<file path="src/rtl/eid_pkg.sv">
package eid_pkg;

    typedef enum logic {
        TRIG_LEVEL = 1'b0,
        TRIG_EDGE  = 1'b1
    } trig_e;

    typedef struct packed {
        logic ack;
        logic wr;
        logic wdata;
    } flag_cmd_t;

    localparam logic PIN_IDLE = 1'b1;

    // Next value of the latched edge flag.
    // Priority: level mode clears, then edge, then write, then acknowledge.
    function automatic logic flag_next(
        input trig_e     mode,
        input logic      hit,
        input flag_cmd_t cmd,
        input logic      cur
    );
        logic nxt;
        if (mode != TRIG_EDGE) begin
            nxt = 1'b0;
        end else if (hit) begin
            nxt = 1'b1;
        end else if (cmd.wr) begin
            nxt = cmd.wdata;
        end else if (cmd.ack) begin
            nxt = 1'b0;
        end else begin
            nxt = cur;
        end
        return nxt;
    endfunction

endpackage

</file>
<file path="src/rtl/eid_sync.sv">
module eid_sync #(
    parameter int   STAGES  = 2,
    parameter logic RST_VAL = 1'b1
) (
    input  logic clk,
    input  logic rst,
    input  logic d,
    output logic q
);

    logic [STAGES-1:0] chain;

    always_ff @(posedge clk) begin
        if (rst) begin
            chain <= {STAGES{RST_VAL}};
        end else begin
            chain <= {chain[STAGES-2:0], d};
        end
    end

    assign q = chain[STAGES-1];

endmodule

</file>
<file path="src/rtl/eid_fall_det.sv">
module eid_fall_det
    import eid_pkg::*;
(
    input  logic clk,
    input  logic rst,
    input  logic lvl,
    output logic fall
);

    logic prev;

    always_ff @(posedge clk) begin
        if (rst) begin
            prev <= PIN_IDLE;
        end else begin
            prev <= lvl;
        end
    end

    assign fall = prev & ~lvl;

endmodule

</file>
<file path="src/rtl/eid_channel.sv">
module eid_channel
    import eid_pkg::*;
#(
    parameter int SYNC_STAGES = 2
) (
    input  logic      clk,
    input  logic      rst,
    input  logic      pin_n,
    input  trig_e     mode,
    input  flag_cmd_t cmd,
    output logic      req,
    output logic      hit,
    output logic      latched
);

    logic pin_s;

    eid_sync #(
        .STAGES  (SYNC_STAGES),
        .RST_VAL (PIN_IDLE)
    ) u_sync (
        .clk (clk),
        .rst (rst),
        .d   (pin_n),
        .q   (pin_s)
    );

    eid_fall_det u_fall (
        .clk  (clk),
        .rst  (rst),
        .lvl  (pin_s),
        .fall (hit)
    );

    always_ff @(posedge clk) begin
        if (rst) begin
            latched <= 1'b0;
        end else begin
            latched <= flag_next(mode, hit, cmd, latched);
        end
    end

    always_comb begin
        if (mode == TRIG_EDGE) begin
            req = latched;
        end else begin
            req = ~pin_s;
        end
    end

endmodule

</file>
<file path="src/rtl/ext_irq_detect.sv">
module ext_irq_detect
    import eid_pkg::*;
#(
    parameter int NUM_CH      = 2,
    parameter int SYNC_STAGES = 2
) (
    input  logic              clk,
    input  logic              rst,
    input  logic [NUM_CH-1:0] irq_n,
    input  logic [NUM_CH-1:0] trig_edge,
    input  logic [NUM_CH-1:0] irq_ack,
    input  logic [NUM_CH-1:0] flag_wr,
    input  logic [NUM_CH-1:0] flag_wdata,
    output logic [NUM_CH-1:0] irq_req
);

    logic [NUM_CH-1:0] edge_hit;
    logic [NUM_CH-1:0] flag_q;

    for (genvar ch = 0; ch < NUM_CH; ch++) begin : g_ch
        flag_cmd_t cmd;
        trig_e     mode;

        assign cmd.ack   = irq_ack[ch];
        assign cmd.wr    = flag_wr[ch];
        assign cmd.wdata = flag_wdata[ch];
        assign mode      = trig_e'(trig_edge[ch]);

        eid_channel #(
            .SYNC_STAGES (SYNC_STAGES)
        ) u_chan (
            .clk     (clk),
            .rst     (rst),
            .pin_n   (irq_n[ch]),
            .mode    (mode),
            .cmd     (cmd),
            .req     (irq_req[ch]),
            .hit     (edge_hit[ch]),
            .latched (flag_q[ch])
        );
    end

endmodule

</file>
<file path="config.mk">
export PLATFORM = sky130hd
export DESIGN_NAME = ext_irq_detect
export DESIGN_NICKNAME = d
export VERILOG_FILES = /design/src/rtl/eid_pkg.sv /design/src/rtl/eid_sync.sv /design/src/rtl/eid_fall_det.sv /design/src/rtl/eid_channel.sv /design/src/rtl/ext_irq_detect.sv
export SDC_FILE = /design/constraint.sdc
export NUM_CORES = 1
export LEC_CHECK = 0
export CAP_MARGIN = 20
export CORE_AREA = 2 2 39 41
export DETAILED_ROUTE_END_ITERATION = 8
export DIE_AREA = 0 0 41 43
export GPL_TIMING_DRIVEN = 0
export SLEW_MARGIN = 25
export SYNTH_ARGS = -nofsm -noshare
export SYNTH_HDL_FRONTEND = slang
export SYNTH_SLANG_ARGS = --single-unit
</file>
<file path="constraint.sdc">
create_clock -name clk -period 2 [get_ports clk]
set_input_delay 0.3 -clock clk [delete_from_list [all_inputs] [get_ports clk]]
set_output_delay 0.3 -clock clk [all_outputs]
set_load 0.01 [all_outputs]
</file>
# Word-level counts from Yosys, hierarchy flattened

Index checks and enable logic that the tools add are counted.

Word-level logic and storage cells: 24
Input port bits: 12
Output and inout bits: 2
Register bits: 8

Reduce and logical (&&, ||, !) cells: 4
Multiplexer cells: 8
Bitwise gates (word level): 6

Operators by type and width:

| cell              | count |
|---|---|
| $mux 1            | 8 |
| $reduce_bool 3->1 | 2 |
| $not 1->1         | 4 |
| $reduce_or 2->1   | 2 |
| $and 1x1->1       | 2 |

# Depth between registers and ports, before layout

Gate-level depths: netlist of the first run.

Depth in word-level cells: 3
Gate-level depth with buffers: 3
Gate-level depth less buffers: 2

# Hierarchy

From an unflattened synthesis of the first run, not the netlist that was laid out.

Cell total of the unflattened synthesis: 28
Area, all modules: 292.8 sq um

Modules (own cells, without submodules):

| module       | times used | area an instance (sq um) | cells an instance | seq. area each (sq um) |
|---|---|---|---|---|
| eid_channel  | 2          | 58.8                     | 7                 | 20.0 |
| eid_sync     | 2          | 52.6                     | 4                 | 40.0 |
| eid_fall_det | 2          | 35.0                     | 3                 | 20.0 |

# Worst setup path after synthesis of the first run

No wires, ideal clock.

Path kind: input port to output port
Start point: input trig_edge[1]
End point: output irq_req[1]
Path buffers: 1
Setup slack: 1.067 ns
Data arrival time: 0.633 ns
Required time: 1.700 ns
Cell stages on the path: 3
Cells stage by stage: nor2b_1 > a21oi_1 > buf_4

Cells in the longest elaborated chain, start to end: 1

Ends and longest elaborated chain:

| item            | RTL line             | RTL |
|---|---|---|
| start, declared | ext_irq_detect.sv:10 | `input logic [NUM_CH-1:0] trig_edge,` |
| $mux 1          | eid_channel.sv:44    | `if (mode == TRIG_EDGE) begin` |
| end, declared   | ext_irq_detect.sv:14 | `output logic [NUM_CH-1:0] irq_req` |

Every way passes these cells.

# Final worst setup path of the first run

Same ends and word-level chain as after synthesis.

==> reports/results.ini, run 1 <==
[clock_tree]
clk_pin_slew_ns = 0.05
cts_tree = built
clock-root-buffer = clkbuf_4
clk_path_buf_depth = 2
cts_max_level = 1
clock_latency_ns = 0.24
cts.sinks = 8
cts_setup_buffers = 0
numCtsBuffers = 3

[die]
die_x_um = 41
rows = 14
fp.dieH_um = 43
die_area_mm2 = 0.00176
initial_core_util_pct = 21.5
ioPinCount = 14
core-area_mm2 = 0.00138

[flow_run]
maxCapViolCount = 0

[worst_setup_path]
critPathKind = in2out
cpMostUsedCell = clkdlybuf4s50_1
critPathMaxStageDelay_ns = 0.51
cp_max_fo = 2
cp_cell_sequence = clkdlybuf4s50_1 -> inv_1 -> a21oi_1 -> buf_4 -> clkdlybuf4s50_1
path_buf_inv = 4
critPathRequiredTime_ns = 1.70
end_kind = output port
crit_family = buffers and inverters
cp-start-kind = input pin
arrival_ns = 1.59
critPathSlowestCell = clkdlybuf4s50_1

[place]
dp_cells = 59
dp_hpwl_um = 375
place_area_um2 = 448
io_buffer_count = 13
place.gp.congestion = 0.603

[pwr]
power_w = 0.000331
ir_drop_v = 0.000243
power.density_mw_per_mm2 = 700
p_leak_nw = 0.195

[yosys]
synth_area_um2 = 298
seq_area_frac_synth_pct = 53.8
synth_cells = 30
synth_warnings = 0
ys_seq_elements = 8
synth_cell_type_count = 10
syn_nets = 42
syn_area_per_cell_um2 = 9.93

[drt]
vias = 236
first_pass_iters = 1
drt_iter0_markers = 0
drcViolationCount = 0
vias_per_cell = 3.81
wl_per_cell_um = 7.53
wirelength_um = 467
antenna_left = 0

[grt]
grt_pass1_vias = 260
grt_antenna_before_repair = 0
grt_max_degree = 9
gr-total-overflow = 0
groute.usage.overall_pct = 8.17
grt_pass1_wl_um = 931

[sta]
setup_viol = 0
skew_ns = 0.000789
drv_slew = 0
slew_headroom_pct = 84.9
hold_violations = 0
fmax_mhz = 530
tightest_slew_ns = 0.225
period_needed_ns = 1.89
finalCritPeriodShare_pct = 94.3
setup_tns_ns = 0
grt_setup_unrepaired = false

[cells_and_area]
fin_area_um2 = 473
nets = 60
drive_gt1_share_pct = 23.9
final_cell_count_no_fill = 62
diodes = 0
areaGrowthSynthToFinish_pct = 58.8

[worst_hold_path]
hold_path_class = reg2reg

[run_status]
status = complete, no violations

[flip-flops by register name, indices dropped and copies added, names as in the netlist]
signal                    count
g_ch.u_chan.latched           2
g_ch.u_chan.u_sync.chain      4
g_ch.u_chan.u_fall.prev       2
[cells in the mapped netlist]
cell type  instances  area share, %
dfxtp_1            8             54
inv_1              2            2.5
nand2_1            2            2.5
or2_2              6             13
buf_4              2            5.0
a21oi_1            2            3.4
nor2b_1            2            4.2
nand2b_1           2            4.2
or3b_1             2            5.9
a311oi_1           2            5.9
[layer usage]
metal  track usage (%)  part of all wire [%]  vias to the layer above
met5                 0                     0                        -
met3              3.14                   6.4                        0
li1                  -                     -                      130
met1              9.45                    40                      100
met4              8.00                     0                        0
met2              10.6                    53                        6
[cell families after synthesis]
group,share of synthesized area (%)
and+or+nand+nor,29.4
DFF,53.8
AOI/OAI and AO/OA,9.24
buffers and inverters,7.56
[placed cells by master (no fill, tap or decap), types with 3 or more instances in the layout]
cell,synthesis,layout
clkdlybuf4s50_1,0,12
or2_2,6,6
clkbuf_4,0,3
dfxtp_1,8,8
[worst paths after layout]
path | from | end | slack (ns) | cells after the start
max | trig_edge[1] | irq_req[1] | 0.11 | 5
min | g_ch[0].u_chan.u_sync.chain[0]$_SDFF_PP1_ | g_ch[0].u_chan.u_sync.chain[1]$_SDFF_PP1_ | 0.41 | 1
max reg2reg | g_ch[0].u_chan.latched$_SDFFE_PP0P_ | g_ch[0].u_chan.latched$_SDFFE_PP0P_ | 1.01 | 2
min reg2reg | g_ch[0].u_chan.u_sync.chain[0]$_SDFF_PP1_ | g_ch[0].u_chan.u_sync.chain[1]$_SDFF_PP1_ | 0.41 | 1
[stage by stage]
stage | setup slack (ns) | hold slack (ns) | utilization [%]
floorplan | 1.07 | 0.372 | -
finish | 0.114 | 0.406 | 34.2
global placement | 0.109 | 0.392 | 32.4
global route | 0.0343 | 0.440 | 34.2
detailed placement | 0.0984 | 0.395 | 32.4
CTS | 0.0948 | 0.409 | 34.0
[timing repair]
item | CTS | global route
hold buffers | 0 | 0
endpoints found under the setup margin | 0 | 1
resized for setup | 0 | 1
[power by group]
group | internal, W | leakage, nW | switching, W
clock network | 0.0000682 | 0.0138 | 0.0000485
registers | 0.000166 | 0.0659 | 0.00000208
logic | 0.0000338 | 0.115 | 0.0000120
total | 0.000268 | 0.195 | 0.0000626
[final cells by class]
| cell class | count | area [um^2] |
|---|---|---|
| well taps | 16 | 20.0 |
| inverters | 2 | 7.51 |
| clock buffers | 3 | 22.5 |
| flip-flops and latches | 8 | 160 |
| plain buffers | 2 | 15.0 |
| multi-input cells | 18 | 115 |
| fillers | 160 | 911 |
| repair buffers | 13 | 133 |
Note: power is estimated with default switching activity, not from simulation.
==> run 2, diff against run 1 <==
--- a/config.mk
+++ b/config.mk
@@ -5,6 +5,7 @@
 export SDC_FILE = /design/constraint.sdc
 export NUM_CORES = 1
 export LEC_CHECK = 0
+export ABC_AREA = 1
 export CAP_MARGIN = 20
 export CORE_AREA = 2 2 39 41
 export DETAILED_ROUTE_END_ITERATION = 8
==> run 2 against run 1 <==
Against the previous run:
- critical endpoint is now irq_req[0]
- design area is 1.9% higher
- sequential power about the same
- utilization grew 0.63 points
- hold slack lost 0.0052 ns
- routed wire length decreased by 0.86%
- clock power decreased by 3%
- worst setup slack improved by 0.029 ns
==> reports/results.ini, run 2 <==
[flow_run]
maxCapViolCount = 0

[yosys]
synth_cells = 41
synth_warnings = 0
synthTopCellsByArea = dfxtp_1 (52%), nand2_1 (17%), or2_1 (8.1%)
synth_ff_type = dfxtp_1
synth_area_um2 = 309
seq_area_frac_synth_pct = 51.8
synth_enable_flop_cells = 0
yosysTopAreaCellShare_pct = 51.8
async_flop_share_pct = 0
synth_cell_type_count = 8
syn_nets = 53
synth.largest_area_cell = dfxtp_1
syn_area_per_cell_um2 = 7.54
synth_common_cells = nand2_1 (14), dfxtp_1 (8), inv_1 (5)
yosysMostFrequentCell = nand2_1
ys_seq_elements = 8

[clock_tree]
hold_buffers = 0
cts_tree = built
cts.sinks = 8
clk_pin_slew_ns = 0.05
cts_max_level = 1
numCtsBuffers = 3
clk_path_buf_depth = 2
clock-root-buffer = clkbuf_4
cts_setup_buffers = 0
clock_latency_ns = 0.24
cts_repair_resize_count = 0

[drt]
drt-met1-wl_um = 180
drcViolationCount = 0
routed.top_layer = met4
wl_per_cell_um = 6.34
drt_iter0_markers = 1
vias_per_cell = 3.85
antenna_left = 0
wl_met3_um = 36
first_pass_iters = 3
dr_wl_met2_um = 239
wirelength_um = 463
vias = 281

[cells_and_area]
biggestRegsByFlops = g_ch.u_chan.u_sync.chain: 4 flops, g_ch.u_chan.latched: 2 flops, g_ch.u_chan.u_fall.prev: 2 flops
nets = 71
drive_gt1_share_pct = 12.3
areaGrowthSynthToFinish_pct = 55.9
final_cell_count_no_fill = 73
top_register = g_ch.u_chan.u_sync.chain
layout_commonest_cell = nand2_1
largest_reg_flops = 4
diodes = 0
final_cell_mix = nand2_1 (14), clkdlybuf4s50_1 (13), dfxtp_1 (8), inv_1 (5)

[sta]
fin_ws_ns = 0.143
tightest_slew_ns = 0.136
period_needed_ns = 1.86
hold_violations = 0
setup_viol = 0
setup_tns_ns = 0
fmax_mhz = 539
drv_slew = 0
holdWs_ns = 0.401
finalCritPeriodShare_pct = 92.8
slew_headroom_pct = 90.8
grt_setup_unrepaired = false
skew_ns = 0.00105

[grt]
groute.usage.overall_pct = 7.65
gr-total-overflow = 0
grt_pass1_vias = 250
grt_max_degree = 6
grt_pass1_wl_um = 855
grt_antenna_before_repair = 0

[pwr]
p_sw_w = 0.0000613
ir_drop_v = 0.000283
clockPowerShare_pct = 34.7
power_w = 0.000326
power_frac_seq_pct = 51.6
p_leak_nw = 0.219
pwr-share-comb_pct = 13.7
p_int_w = 0.000265
sw_frac_of_total_pct = 18.8
power.density_mw_per_mm2 = 677

[place]
io_buffer_count = 13
place_ws_ns = 0.134
dp_hpwl_um = 408
place.gp.congestion = 0.595
dp_cells = 70

[die]
rows = 14
fp.dieH_um = 43
die_area_mm2 = 0.00176
initial_core_util_pct = 22.3
core-area_mm2 = 0.00138
die_x_um = 41
ioPinCount = 14

[worst_setup_path]
arrival_ns = 1.56
r2r-start = g_ch[1].u_chan.u_sync.chain[1]$_SDFF_PP1_
regToRegEndpoint = g_ch[1].u_chan.latched$_SDFFE_PP0P_
end_kind = output port
critPathRequiredTime_ns = 1.70
critPathKind = in2out
reg2reg_depth = 5
cp_max_fo = 3
cp-start-kind = input pin
reg2reg_slack_ns = 1.28

[worst_hold_path]
hp-start = g_ch[1].u_chan.u_sync.chain[0]$_SDFF_PP1_
min_to = g_ch[1].u_chan.u_sync.chain[1]$_SDFF_PP1_
whs_path_depth = 1
hold_path_class = reg2reg

[run_status]
status = complete, no violations

run 2: layout make-up:
cell class	count	area, um^2
Inverter	5	18.8
Timing Repair Buffer	13	130
Clock buffer	3	22.5
Tap cell	16	20.0
Multi-Input combinational cell	26	115
Sequential cell	8	160
Fill cell	150	902
Buffer	2	15.0
run 2: how the worst max path moves through the flow:
| stage | from | depth (start not counted) | slack [ns] | to |
|---|---|---|---|---|
| 2_1_floorplan | trig_edge[0] | 2 | 1.13 | irq_req[0] |
| 3_3_place_gp | trig_edge[1] | 5 | 0.14 | irq_req[1] |
| 3_5_place_dp | trig_edge[1] | 5 | 0.13 | irq_req[1] |
| 4_1_cts | trig_edge[1] | 5 | 0.13 | irq_req[1] |
| 5_1_grt | trig_edge[1] | 5 | 0.06 | irq_req[1] |
| 6_report | trig_edge[0] | 5 | 0.14 | irq_req[0] |
run 2: routing by layer:
layer	up-vias	track usage, %
met5	-	0
met4	0	6.00
met3	2	4.71
met2	7	11.3
met1	121	7.14
li1	151	-
run 2: power by group through the flow:
stage	sequential [W]	combinational (W)	clock (W)
6_report	0.000168	0.0000445	0.000113
5_1_grt	0.000169	0.0000501	0.000128
4_1_cts	0.000168	0.0000453	0.000121
3_5_place_dp	0.000171	0.0000452	0
3_3_place_gp	0.000171	0.0000444	0
2_1_floorplan	0.000171	0.0000162	0
run 2: logic make-up after synthesis:
logic type	count (synthesis)	share of synthesized area [%]
buf+inv	7	10.9
flops	8	51.8
simple gates	24	34.0
compound gates	2	3.24
run 2: metrics by stage:
| step | util, % | cell area (um^2) |
|---|---|---|
| CTS | 34.8 | 482 |
| global route | 34.8 | 482 |
| global placement | 33.2 | 459 |
| finish | 34.8 | 482 |
| floorplan | - | 309 |
| detailed placement | 33.2 | 459 |
run 2: worst max-delay path: stages:
cell,delay [ns]
clkdlybuf4s50_1,0.50
nand2_1,0.06
o21ai_0,0.06
buf_4,0.12
clkdlybuf4s50_1,0.52
==> run 3, diff against run 2 <==
==> constraint.sdc (replaced) <==
create_clock -name clk -period 1.7 [get_ports clk]
set_input_delay 0.255 -clock clk [delete_from_list [all_inputs] [get_ports clk]]
set_output_delay 0.255 -clock clk [all_outputs]
set_load 0.01 [all_outputs]
==> run 3 against run 2 <==
Against the previous run:
- design area decreased by 0.52%
- clock power increased by 18%
- global-route usage unchanged
- highest routed layer unchanged
- largest cell class unchanged
- combinational power increased by 14%
- register-to-register slack got worse by 0.30 ns
- die area unchanged
- via count unchanged
- critical endpoint unchanged
==> reports/results.ini, run 3 (synthesis results as in run 2) <==
[worst_setup_path]
arrival_ns = 1.24
critPathMaxStageDelay_ns = 0.50
end_kind = output port
reg2reg_slack_ns = 0.98
cp-start-kind = input pin
path_buf_inv = 3
cp_cell_sequence = clkdlybuf4s50_1 -> o21ai_0 -> buf_4 -> dlygate4sd2_1
cp_max_fo = 3
crit_family = buffers and inverters
reg2reg_depth = 5
critPathKind = in2out
regToRegEndpoint = g_ch[1].u_chan.latched$_SDFFE_PP0P_
critPathSlowestCell = clkdlybuf4s50_1
r2r-start = g_ch[1].u_chan.u_sync.chain[1]$_SDFF_PP1_
critPathRequiredTime_ns = 1.44

[pwr]
sw_frac_of_total_pct = 18.9
p_sw_w = 0.0000721
power_frac_seq_pct = 51.9
pwr-share-comb_pct = 13.3
p_int_w = 0.000310
power.density_mw_per_mm2 = 797
p_leak_nw = 0.228
ir_drop_v = 0.000333
clockPowerShare_pct = 34.9

[sta]
hold_violations = 0
fmax_mhz = 667
slew_headroom_pct = 90.8
drv_slew = 0
setup_viol = 0
grt_setup_unrepaired = false
finalCritPeriodShare_pct = 88.2
period_needed_ns = 1.50
skew_ns = 0.00105
tightest_slew_ns = 0.136
fin_ws_ns = 0.200

[cells_and_area]
final_core_utilization_pct = 34.6
areaGrowthSynthToFinish_pct = 55.1
diodes = 0
drive_gt1_share_pct = 12.3
top_register = g_ch.u_chan.u_sync.chain
final_cell_mix = nand2_1 (14), clkdlybuf4s50_1 (11), dfxtp_1 (8), inv_1 (5)
nets = 71
fin_area_um2 = 479
layout_commonest_cell = nand2_1
biggestRegsByFlops = g_ch.u_chan.u_sync.chain: 4 flops, g_ch.u_chan.latched: 2 flops, g_ch.u_chan.u_fall.prev: 2 flops
largest_reg_flops = 4

[die]
ioPinCount = 14
core-area_mm2 = 0.00138
initial_core_util_pct = 22.3
rows = 14
fp.dieH_um = 43
die_x_um = 41
die_area_mm2 = 0.00176

[worst_hold_path]
hp-start = g_ch[1].u_chan.u_sync.chain[0]$_SDFF_PP1_
min_to = g_ch[1].u_chan.u_sync.chain[1]$_SDFF_PP1_
hold_path_class = reg2reg
whs_path_depth = 1

[place]
place.gp.congestion = 0.595
place_ws_ns = -0.0763
dp_hpwl_um = 408
io_buffer_count = 13
place_area_um2 = 459

[grt]
gr-total-overflow = 0
grt_pass1_wl_um = 855
grt_pass1_vias = 250
groute.usage.overall_pct = 7.65
grt_antenna_before_repair = 0
grt_max_degree = 6

[clock_tree]
clock-root-buffer = clkbuf_4
cts_max_level = 1
numCtsBuffers = 3
clock_latency_ns = 0.24
cts_repair_resize_count = 2
cts_tree = built
clk_path_buf_depth = 2
cts_setup_buffers = 0
clk_pin_slew_ns = 0.05
cts.sinks = 8
hold_buffers = 0

[drt]
vias = 281
first_pass_iters = 3
wl_per_cell_um = 6.36
vias_per_cell = 3.85
drt_iter0_markers = 1
antenna_left = 0
drcViolationCount = 0
wirelength_um = 464

[flow_run]
maxCapViolCount = 0

[run_status]
status = complete, no violations

-- run 3: area by class of cell --
| type | instances | area [um^2] |
|---|---|---|
| Sequential cell | 8 | 160 |
| Timing Repair Buffer | 13 | 128 |
| Fill cell | 150 | 905 |
| Buffer | 2 | 15.0 |
| Multi-Input combinational cell | 26 | 115 |
| Clock buffer | 3 | 22.5 |
| Inverter | 5 | 18.8 |
| Tap cell | 16 | 20.0 |
-- run 3: how the worst max path moves through the flow --
stage	startpoint	cells past startpoint	end	slack, ns
after floorplan	g_ch[1].u_chan.u_sync.chain[1]$_SDFF_PP1_	2	irq_req[1]	0.89
after detailed placement	trig_edge[1]	5	irq_req[1]	-0.08
after CTS	trig_edge[1]	5	irq_req[1]	0.19
after global placement	trig_edge[1]	5	irq_req[1]	-0.07
final	trig_edge[0]	4	irq_req[0]	0.20
after global routing	trig_edge[1]	5	irq_req[1]	0.12
-- run 3: power by group through the flow --
| stage | Sequential, W | Combinational [W] | Clock, W |
|---|---|---|---|
| 6_report | 0.000198 | 0.0000507 | 0.000133 |
| 5_1_grt | 0.000199 | 0.0000573 | 0.000150 |
| 4_1_cts | 0.000198 | 0.0000516 | 0.000142 |
| 3_5_place_dp | 0.000202 | 0.0000531 | 0 |
| 3_3_place_gp | 0.000202 | 0.0000523 | 0 |
| 2_1_floorplan | 0.000201 | 0.0000190 | 0 |
-- run 3: per-stage QoR --
| step | TNS [ns] | power (W) | hold slack (ns) | instances |
|---|---|---|---|---|
| floorplan | 0 | 0.000220 | 0.352 | 41 |
| global route | 0 | 0.000406 | 0.436 | 73 |
| detailed placement | -0.140 | 0.000255 | 0.394 | 70 |
| global placement | -0.126 | 0.000254 | 0.387 | 70 |
| finish | 0 | 0.000382 | 0.401 | 73 |
| CTS | 0 | 0.000391 | 0.406 | 73 |
-- run 3: routing by layer --
| metal | wire length (um) | GRT usage [%] |
|---|---|---|
| met5 | 0 | 0 |
| met4 | 7 | 6.00 |
| met3 | 30 | 4.71 |
| met2 | 238 | 11.3 |
| met1 | 187 | 7.14 |
